===== src/rtl/pm_evt_pkg.sv =====
package pm_evt_pkg;
  localparam int REG_AW = 6;
  localparam logic [REG_AW-1:0] OFS_STS = 6'h00;
  localparam logic [REG_AW-1:0] OFS_EN  = 6'h02;
  localparam logic [REG_AW-1:0] OFS_CTL = 6'h04;
  localparam logic [REG_AW-1:0] OFS_TMR = 6'h08;
  // event bit positions shared by status and enable
  localparam int EV_TMR = 0;
  localparam int EV_PWR = 8;
  localparam logic [15:0] SCI_SRC_MASK = 16'h0521; // bits 10,8,5,0
  // control word fields
  localparam int CT_SCI_ON = 0;
  localparam int CT_SUSP   = 13;
  localparam int CT_SLP_LO = 10;
  localparam int CT_SLP_W  = 3;
  localparam logic [7:0] CMD_SCI_ON  = 8'hF1;
  localparam logic [7:0] CMD_SCI_OFF = 8'hF0;
endpackage


===== src/rtl/pm_tick_timer.sv =====
module pm_tick_timer #(
  parameter int TMR_W = 24
) (
  input  logic             clk,
  input  logic             rst_n,
  input  logic             tick_en,
  output logic [TMR_W-1:0] cnt_o,
  output logic             ovf_o
);
  localparam int MSB = TMR_W - 1;
  logic [TMR_W-1:0] cnt_q, cnt_d;

  always_comb begin
    cnt_d = cnt_q;
    if (tick_en) cnt_d = cnt_q + 1'b1;
  end

  always_ff @(posedge clk or negedge rst_n) begin
    if (!rst_n)       cnt_q <= '0;
    else if (tick_en) cnt_q <= cnt_d;
  end

  assign cnt_o = cnt_q;
  assign ovf_o = cnt_d[MSB] ^ cnt_q[MSB];

  // count holds without a tick
  p_hold_r1: assert property (@(posedge clk) disable iff (!rst_n)
    !tick_en |=> $stable(cnt_q));
  // each tick moves the count by one
  p_step_r1: assert property (@(posedge clk) disable iff (!rst_n)
    tick_en |=> cnt_q == $past(cnt_q) + 1'b1);
endmodule


===== src/rtl/pm_apm_port.sv =====
module pm_apm_port (
  input  logic       clk,
  input  logic       rst_n,
  input  logic       wr_i,
  input  logic       sel_i,
  input  logic [7:0] wdata_i,
  input  logic       smi_cfg_en_i,
  output logic [7:0] rdata_o,
  output logic       sci_on_o,
  output logic       sci_off_o,
  output logic       smi_o
);
  import pm_evt_pkg::*;
  logic [7:0] cmd_q, cmd_d, stat_q, stat_d;
  logic       smi_q, smi_d;
  logic       cmd_wr;

  assign cmd_wr = wr_i && !sel_i;

  always_comb begin
    cmd_d  = cmd_wr ? wdata_i : cmd_q;
    stat_d = (wr_i && sel_i) ? wdata_i : stat_q;
    smi_d  = cmd_wr && smi_cfg_en_i;
  end

  always_ff @(posedge clk or negedge rst_n) begin
    if (!rst_n) begin
      cmd_q  <= '0;
      stat_q <= '0;
      smi_q  <= 1'b0;
    end else begin
      cmd_q  <= cmd_d;
      stat_q <= stat_d;
      smi_q  <= smi_d;
    end
  end

  assign rdata_o   = sel_i ? stat_q : cmd_q;
  assign sci_on_o  = cmd_wr && (wdata_i == CMD_SCI_ON);
  assign sci_off_o = cmd_wr && (wdata_i == CMD_SCI_OFF);
  assign smi_o     = smi_q;

  // an SMI pulse always traces back to a gated command write
  p_smi_cause_r10: assert property (@(posedge clk) disable iff (!rst_n)
    smi_q |-> $past(wr_i && !sel_i && smi_cfg_en_i));
  // SMI lasts one cycle unless another command write follows
  p_smi_pulse_r10: assert property (@(posedge clk) disable iff (!rst_n)
    smi_q && !cmd_wr |=> !smi_q);
endmodule


===== src/rtl/pm_evt_regs.sv =====
module pm_evt_regs (
  input  logic        clk,
  input  logic        rst_n,
  input  logic        wr_i,
  input  logic [5:0]  addr_i,
  input  logic [15:0] wdata_i,
  input  logic        ovf_i,
  input  logic        pwrbtn_i,
  input  logic        sci_on_i,
  input  logic        sci_off_i,
  output logic [15:0] sts_o,
  output logic [15:0] en_o,
  output logic [15:0] ctl_o,
  output logic        sci_o,
  output logic        poweroff_o
);
  import pm_evt_pkg::*;
  logic [15:0] sts_q, sts_d, en_q, en_d, ctl_q, ctl_d;
  logic        poff_q, poff_d;
  logic        wr_sts, wr_en, wr_ctl;

  assign wr_sts = wr_i && (addr_i == OFS_STS);
  assign wr_en  = wr_i && (addr_i == OFS_EN);
  assign wr_ctl = wr_i && (addr_i == OFS_CTL);

  always_comb begin
    sts_d = sts_q;
    if (wr_sts) sts_d = sts_d & ~wdata_i;
    // events are applied after the clear so they win a tie
    if (ovf_i) sts_d[EV_TMR] = 1'b1;
    if (pwrbtn_i && en_q[EV_PWR]) sts_d[EV_PWR] = 1'b1;

    en_d = wr_en ? wdata_i : en_q;

    ctl_d = wr_ctl ? wdata_i : ctl_q;
    ctl_d[CT_SUSP] = 1'b0;
    if (sci_on_i)  ctl_d[CT_SCI_ON] = 1'b1;
    if (sci_off_i) ctl_d[CT_SCI_ON] = 1'b0;

    poff_d = wr_ctl && wdata_i[CT_SUSP] &&
             (wdata_i[CT_SLP_LO +: CT_SLP_W] == '0);
  end

  always_ff @(posedge clk or negedge rst_n) begin
    if (!rst_n) begin
      sts_q  <= '0;
      en_q   <= '0;
      ctl_q  <= '0;
      poff_q <= 1'b0;
    end else begin
      sts_q  <= sts_d;
      en_q   <= en_d;
      ctl_q  <= ctl_d;
      poff_q <= poff_d;
    end
  end

  assign sts_o      = sts_q;
  assign en_o       = en_q;
  assign ctl_o      = ctl_q;
  assign sci_o      = |(sts_q & en_q & SCI_SRC_MASK);
  assign poweroff_o = poff_q;

  // a one written to the button status clears it when no event lands
  p_w1c_r3: assert property (@(posedge clk) disable iff (!rst_n)
    wr_sts && wdata_i[EV_PWR] && !pwrbtn_i |=> !sts_q[EV_PWR]);
  // an overflow always leaves the timer status set
  p_ovf_set_r4: assert property (@(posedge clk) disable iff (!rst_n)
    ovf_i |=> sts_q[EV_TMR]);
  // a disabled button event cannot raise the status
  p_pwr_ignored_r6: assert property (@(posedge clk) disable iff (!rst_n)
    pwrbtn_i && !en_q[EV_PWR] && !sts_q[EV_PWR] |=> !sts_q[EV_PWR]);
  // a control write never leaves the suspend bit stored
  p_susp_dropped_r7: assert property (@(posedge clk) disable iff (!rst_n)
    wr_ctl |=> !ctl_q[CT_SUSP]);
  // power-off is a single-cycle pulse when no new request follows
  p_poff_pulse_r8: assert property (@(posedge clk) disable iff (!rst_n)
    poff_q && !wr_ctl |=> !poff_q);
  // the enable command turns SCI delivery on
  p_sci_on_r9: assert property (@(posedge clk) disable iff (!rst_n)
    sci_on_i |=> ctl_q[CT_SCI_ON]);
endmodule


===== src/rtl/pm_evt_ctrl.sv =====
module pm_evt_ctrl #(
  parameter int ADDR_W = 16,
  parameter int TMR_W  = 24
) (
  input  logic              clk,
  input  logic              rst_n,
  input  logic              tick_en,
  input  logic              pwrbtn_evt,
  input  logic              smi_cfg_en,
  input  logic              req_valid,
  input  logic              req_write,
  input  logic              req_wide,
  input  logic [ADDR_W-1:0] req_addr,
  input  logic [31:0]       req_wdata,
  output logic [31:0]       rsp_rdata,
  input  logic              apm_wr,
  input  logic              apm_sel,
  input  logic [7:0]        apm_wdata,
  output logic [7:0]        apm_rdata,
  output logic              sci,
  output logic              poweroff_req,
  output logic              smi_req
);
  import pm_evt_pkg::*;
  logic [REG_AW-1:0] addr6;
  logic              unused_bits;
  logic              wr16;
  logic [TMR_W-1:0]  tmr_cnt;
  logic              tmr_ovf, sci_on, sci_off;
  logic [15:0]       sts, en, ctl;

  assign addr6       = req_addr[REG_AW-1:0];
  assign unused_bits = ^{req_addr[ADDR_W-1:REG_AW], req_wdata[31:16]};
  assign wr16        = req_valid && req_write && !req_wide;

  pm_tick_timer #(.TMR_W(TMR_W)) u_timer (
    .clk(clk), .rst_n(rst_n), .tick_en(tick_en),
    .cnt_o(tmr_cnt), .ovf_o(tmr_ovf)
  );

  pm_apm_port u_apm (
    .clk(clk), .rst_n(rst_n), .wr_i(apm_wr), .sel_i(apm_sel),
    .wdata_i(apm_wdata), .smi_cfg_en_i(smi_cfg_en), .rdata_o(apm_rdata),
    .sci_on_o(sci_on), .sci_off_o(sci_off), .smi_o(smi_req)
  );

  pm_evt_regs u_regs (
    .clk(clk), .rst_n(rst_n), .wr_i(wr16), .addr_i(addr6),
    .wdata_i(req_wdata[15:0]), .ovf_i(tmr_ovf), .pwrbtn_i(pwrbtn_evt),
    .sci_on_i(sci_on), .sci_off_i(sci_off), .sts_o(sts), .en_o(en),
    .ctl_o(ctl), .sci_o(sci), .poweroff_o(poweroff_req)
  );

  always_comb begin
    rsp_rdata = '0;
    if (!req_wide) begin
      case (addr6)
        OFS_STS: rsp_rdata = {16'h0, sts};
        OFS_EN:  rsp_rdata = {16'h0, en};
        OFS_CTL: rsp_rdata = {16'h0, ctl};
        default: rsp_rdata = '0;
      endcase
    end else if (addr6 == OFS_TMR) begin
      rsp_rdata = 32'(tmr_cnt);
    end
  end

  // outputs are quiet in the first cycle out of reset
  p_reset_quiet_r11: assert property (@(posedge clk)
    $rose(rst_n) |-> !sci && !poweroff_req && !smi_req);
endmodule


===== config.mk =====
export PLATFORM = sky130hd
export DESIGN_NAME = pm_evt_ctrl
export DESIGN_NICKNAME = d
export VERILOG_FILES = /design/src/rtl/pm_evt_pkg.sv /design/src/rtl/pm_tick_timer.sv /design/src/rtl/pm_apm_port.sv /design/src/rtl/pm_evt_regs.sv /design/src/rtl/pm_evt_ctrl.sv
export SDC_FILE = /design/constraint.sdc
export NUM_CORES = 1
export LEC_CHECK = 0
export BUFFER_PORTS_ARGS = -buffer_cell sky130_fd_sc_hd__buf_2
export CAP_MARGIN = 20
export CORE_AREA = 2 2 96 98
export CTS_CLUSTER_DIAMETER = 40
export DETAILED_ROUTE_END_ITERATION = 16
export DIE_AREA = 0 0 98 100
export GPL_ROUTABILITY_DRIVEN = 0
export PLACE_DENSITY = 0.75
export SYNTH_ARGS = -nofsm -noshare
export SYNTH_HDL_FRONTEND = slang
export SYNTH_SLANG_ARGS = --single-unit

===== constraint.sdc =====
create_clock -name clk -period 2.72 [get_ports clk]
set_input_delay 0.544 -clock clk [delete_from_list [all_inputs] [get_ports clk]]
set_output_delay 0.544 -clock clk [all_outputs]
set_load 0.01 [all_outputs]

### Word level (Yosys, flattened, before mapping)

Index checks and enable logic that the tools add are counted.

| word-level totals | value |
|---|---|
| bits in registers | 89 |
| latch bits | 0 |
| bits in writable memories | 0 |
| memory bits (read-only) | 0 |
| input bits | 66 |
| output and inout bits | 43 |
| word-level logic and storage cells | 53 |
| memories kept | 0 |

| cells by class | value |
|---|---|
| add/subtract/negate cells | 1 |
| multiply operators | 0 |
| divide/modulo/power cells | 0 |
| order comparisons | 0 |
| equal/unequal tests | 5 |
| shift-type cells | 0 |
| multiplexer cells | 11 |
| bitwise gates (word level) | 4 |
| reduce and logical (&&, ||, !) cells | 21 |

Operators with widths:

| cell | number |
|---|---|
| 24-bit two-way mux | 2 |
| 16-bit case mux with 3 select lines | 1 |
| 32-bit two-way mux | 1 |
| 24-bit by 1-bit adder with 24-bit output, second input constant | 1 |
| 16-bit AND | 1 |
| 8-bit equality test, second input constant | 2 |
| 16-bit NOT | 1 |
| 1-bit logical AND | 13 |
| 11-bit AND | 1 |
| 9-bit two-way mux | 1 |
| 8-bit two-way mux | 1 |
| 6-bit by 2-bit equality test with 1-bit output, second input constant | 1 |
| 6-bit by 3-bit equality test with 1-bit output, second input constant | 1 |
| 6-bit by 4-bit equality test with 1-bit output, second input constant | 1 |
| 6-bit logical NOT | 1 |
| 1-bit two-way mux | 5 |
| 2-bit nonzero test | 2 |
| 4-bit OR reduction | 1 |
| 3-bit logical NOT | 1 |
| 3-bit nonzero test | 1 |
| 1-bit logical NOT | 2 |
| 1-bit bitwise XOR | 1 |

### Longest topological paths before layout

| logic depth | value |
|---|---|
| word-level depth | 6 |
| depth in mapped cells | 6 |
| depth with buffers taken out | 4 |

### Cells and area by module

A second synthesis with hierarchy kept.

| unflattened totals | value |
|---|---|
| cells, all modules | 344 |
| area total of the unflattened synthesis | 4,360.4 sq um |

By module, submodules not included:

| module | instances | cells each | area each (sq um) | seq. area each (sq um) |
|---|---|---|---|---|
| pm_evt_regs | 1 | 119 | 1,856.8 | 1,201.2 |
| pm_tick_timer | 1 | 91 | 1,079.8 | 600.6 |
| pm_apm_port | 1 | 51 | 773.2 | 425.4 |
| pm_evt_ctrl | 1 | 83 | 650.6 | 0.0 |

### Worst setup path after synthesis

OpenSTA, ideal clock, no wires.

| path | value |
|---|---|
| kind | input port to output port |
| start | in req_addr[0] |
| end | out rsp_rdata[10] |
| data arrival time | 1.955 ns |
| required time | 2.176 ns |
| path slack | 0.221 ns |
| cell stages on the path | 5 |
| buffers on the path | 2 |
| cell sequence | or4_4 buf_6 a211oi_2 buf_2 a22o_1 |

| between the ends | value |
|---|---|
| longest elaborated chain between the ends | 3 |

Ends and longest elaborated chain:

| element | line | RTL |
|---|---|---|
| from (decl) | pm_evt_ctrl.sv:13 | `input logic [ADDR_W-1:0] req_addr,` |
| 6-bit by 3-bit equality test with 1-bit output, or another cell as far along | pm_evt_ctrl.sv:57 | `case (addr6)` |
| 16-bit case mux with 3 select lines / 24-bit two-way mux (equally long branches) | pm_evt_ctrl.sv:57, pm_evt_ctrl.sv:63 |  |
| 32-bit two-way mux (*) | pm_evt_ctrl.sv:56 | `if (!req_wide) begin` |
| to (decl) | pm_evt_ctrl.sv:15 | `output logic [31:0] rsp_rdata,` |

Every way passes the cells marked *; elsewhere a longest branch is shown, timed or not.

### Worst setup path after layout

| path | value |
|---|---|
| start | in req_addr[0] |
| end | out rsp_rdata[0] |

Same word-level chain as after synthesis.

==> out/metrics.yaml <==
p_clk_share_pct: 31.3
fin_worst_skew_ns: 0.00928
place_area_mm2: 0.00483
met3_usage_pct: 3.69
endpoint: "rsp_rdata[0]"
syn_avg_cell_area_um2: 12.4
busiest_layer: "met2"
r2r-end: "u_regs.sts_o[0]$_DFFE_PN0P_"
fin_crit_sh_pct: 94.6
cts_buffers: 9
start_kind: "input port"
antenna_found_initial: 0
reg2reg_depth: 4
io_buffer_count: 74
multi_input_area_mm2: 0.00194
end_kind: "output port"
path_clk_slew_ns: 0.09
setup_viol: 0
grt_max_degree: 39
wl_per_cell_um: 16.7
cp_slowest_cell: "or4_4"
layout.area.seq_mm2: 0.00223
fin_nets: 495
ys_seq_elements: 89
hold_violations: 0
final_common_cell: "dfrtp_1"
fp-row-count: 35
switching_share_pct: 27.6
netlist_instances: 346
fillCellCount: 793
grt_pass1_vias: 3043
yosysSeqAreaShare_pct: 51.9
die_area_mm2: 0.00980
fp.dieW_um: 98
drt_pre_antenna_iters: 5
pwr-share-comb_pct: 13.1
r2r-start: "u_timer.cnt_o[5]$_DFFE_PN0P_"
reg2reg_slack_ns: 0.87
initial_core_util_pct: 48.3
finalCriticalPeriod_ns: 2.57
drv_slew: 0
core_area_mm2: 0.00889
cts_sinks: 89
final_cell_area_mm2: 0.00502
drt_drc_violations_left: 0
cts_setup_buffers: 0
grt_util_met2_pct: 32.2
cp_num_cells: 6
status: "finished clean"
insertion_delay_ns: 0.36
grt_pass1_wl_um: 15200
netlist_area_mm2: 0.00429
cp.arrival_ns: 2.03
layout_common_cells: "89 x dfrtp_1, 73 x buf_2, 45 x mux2_2, 27 x nand2_1, 17 x mux2i_1"
holdWs_ns: 0.132
cp-startpoint: "req_addr[0]"
rsz0062_at_grt: "false"
drv_cap: 0
clock-root-buffer: "clkbuf_8"
slowest_delay_ns: 0.56
overflow: 0
netSwitchingPower_mw: 0.757
tritoncts: "built"
hold_class: "input port to asynchronous set/reset pin"
cpMostUsedCell: "buf_2"
power.density_mw_per_mm2: 548
leakage_nw: 2.47
setup_tns_ns: 0
crit_path_cell_trace: "buf_2 -> or4_4 -> a211oi_2 -> buf_4 -> a22o_1 -> buf_2"
crit_required_ns: 2.18
pwr-share-seq_pct: 55.6
clockBufferDepth: 2
drt-total-wl_um: 9080
critPathKind: "input port to output port"
intPower_mw: 1.99
gr-usage-met1_pct: 26.2
fin_ws_ns: 0.148
place_ws_ns: 0.167
synthDistinctLibCells: 39
area_growth_pct: 16.9
vias: 2966
drt_iter0_markers: 122
path_max_fanout: 15
path_buf_inv: 3
cts.htree.levels: 3
viasPerCell: 5.45
totalPowerFinal_mw: 2.75
io_pins: 109
cts-hold-fix-buffers: 0
track_usage_pct: 19.6
dpl.hpwl_um: 6520
postCtsResizedCells: 0
vdd_drop_max_uv: 230
timing.fmax_ghz: 0.389
ant_nets: 0
synth_warnings: 0
drive_gt1_share_pct: 38.1
cp_top_family: "simple AND/OR/NAND/NOR gates"
antenna_cells: 0
die_h_um: 100
-- synthesized netlist by cell type --
cell / number / area, um2
a211oi_2: 1 / 12.5
a21bo_2: 1 / 10.0
a21boi_0: 14 / 105
a21oi_1: 1 / 5.00
a22o_1: 16 / 140
a22oi_1: 2 / 15.0
and2_1: 12 / 75.1
and3_1: 2 / 12.5
and4_1: 3 / 26.3
and4b_1: 2 / 20.0
buf_1: 2 / 7.51
buf_2: 2 / 10.0
buf_4: 8 / 60.1
buf_6: 3 / 33.8
clkbuf_1: 8 / 30.0
conb_1: 1 / 3.75
dfrtp_1: 89 / 2230
ha_1: 1 / 12.5
inv_1: 5 / 18.8
mux2_2: 45 / 507
mux2_4: 10 / 150
mux2i_1: 17 / 170
nand2_1: 27 / 101
nand3_1: 4 / 20.0
nand3b_1: 1 / 7.51
nand4_1: 7 / 43.8
nand4bb_1: 1 / 11.3
nor2_1: 5 / 18.8
nor2b_1: 2 / 12.5
nor3_1: 7 / 35.0
nor4_1: 3 / 18.8
nor4_4: 2 / 42.5
nor4b_4: 1 / 23.8
o21ai_0: 15 / 75.1
o41ai_1: 1 / 8.76
or4_1: 1 / 7.51
or4_4: 1 / 11.3
xnor2_1: 12 / 105
xor2_1: 11 / 96.3
-- per-layer routing --
layer,vias up,share of wire [%]
met5,-,0
met4,0,1.1
met3,9,5.9
met2,79,48
met1,1491,45
li1,1387,-
-- worst min path at each step --
stage	startpoint	to	depth (start not counted)
2_1_floorplan	rst_n	u_apm.cmd_q[0]$_DFFE_PN0P_	0
3_3_place_gp	u_timer.cnt_o[23]$_DFFE_PN0P_	u_timer.cnt_o[23]$_DFFE_PN0P_	1
3_5_place_dp	u_timer.cnt_o[23]$_DFFE_PN0P_	u_timer.cnt_o[23]$_DFFE_PN0P_	1
4_1_cts	rst_n	u_regs.ctl_o[4]$_DFFE_PN0P_	1
5_1_grt	rst_n	u_regs.en_o[4]$_DFFE_PN0P_	1
6_report	rst_n	u_regs.en_o[4]$_DFFE_PN0P_	1
-- kinds of logic after synthesis --
family,after synthesis,synth area share (%)
AOI/OAI and AO/OA,51,8.66
xor gates and xnor gates,23,4.69
buffers and inverters,28,3.73
adders and majority gates,1,0.291
DFF,89,51.9
other,1,0.0874
muxes,72,19.3
and+or+nand+nor,81,11.4
-- flip-flops by register name, indices dropped and copies added (netlist names) --
name / count
u_apm.stat_q: 8
u_regs.en_o: 16
u_timer.cnt_o: 24
u_apm.cmd_q: 8
u_regs.poweroff_o: 1
u_apm.smi_o: 1
u_regs.ctl_o: 15
u_regs.sts_o: 16
-- stage by stage --
step	util, %	cells
floorplan	-	353
global placement	54.3	528
detailed placement	54.3	528
CTS	56.4	544
global route	56.4	544
finish	56.4	544
-- area by class of cell --
cell class,count,area share (%)
well taps,111,2.77
clock buffers,10,2.74
repair buffers,87,10.1
multi-input cells,236,38.6
inverters,5,0.374
clock inverters,6,0.998
flip-flops and latches,89,44.4
-- power groups by stage --
stage | Sequential (mW) | Clock [mW] | Combinational (mW)
final | 1.53 | 0.862 | 0.360
after global routing | 1.54 | 0.930 | 0.399
after CTS | 1.53 | 0.883 | 0.366
after detailed placement | 1.55 | 0 | 0.363
after global placement | 1.54 | 0 | 0.353
after floorplan | 1.53 | 0 | 0.236
Note: power is estimated with default switching activity, not from simulation.
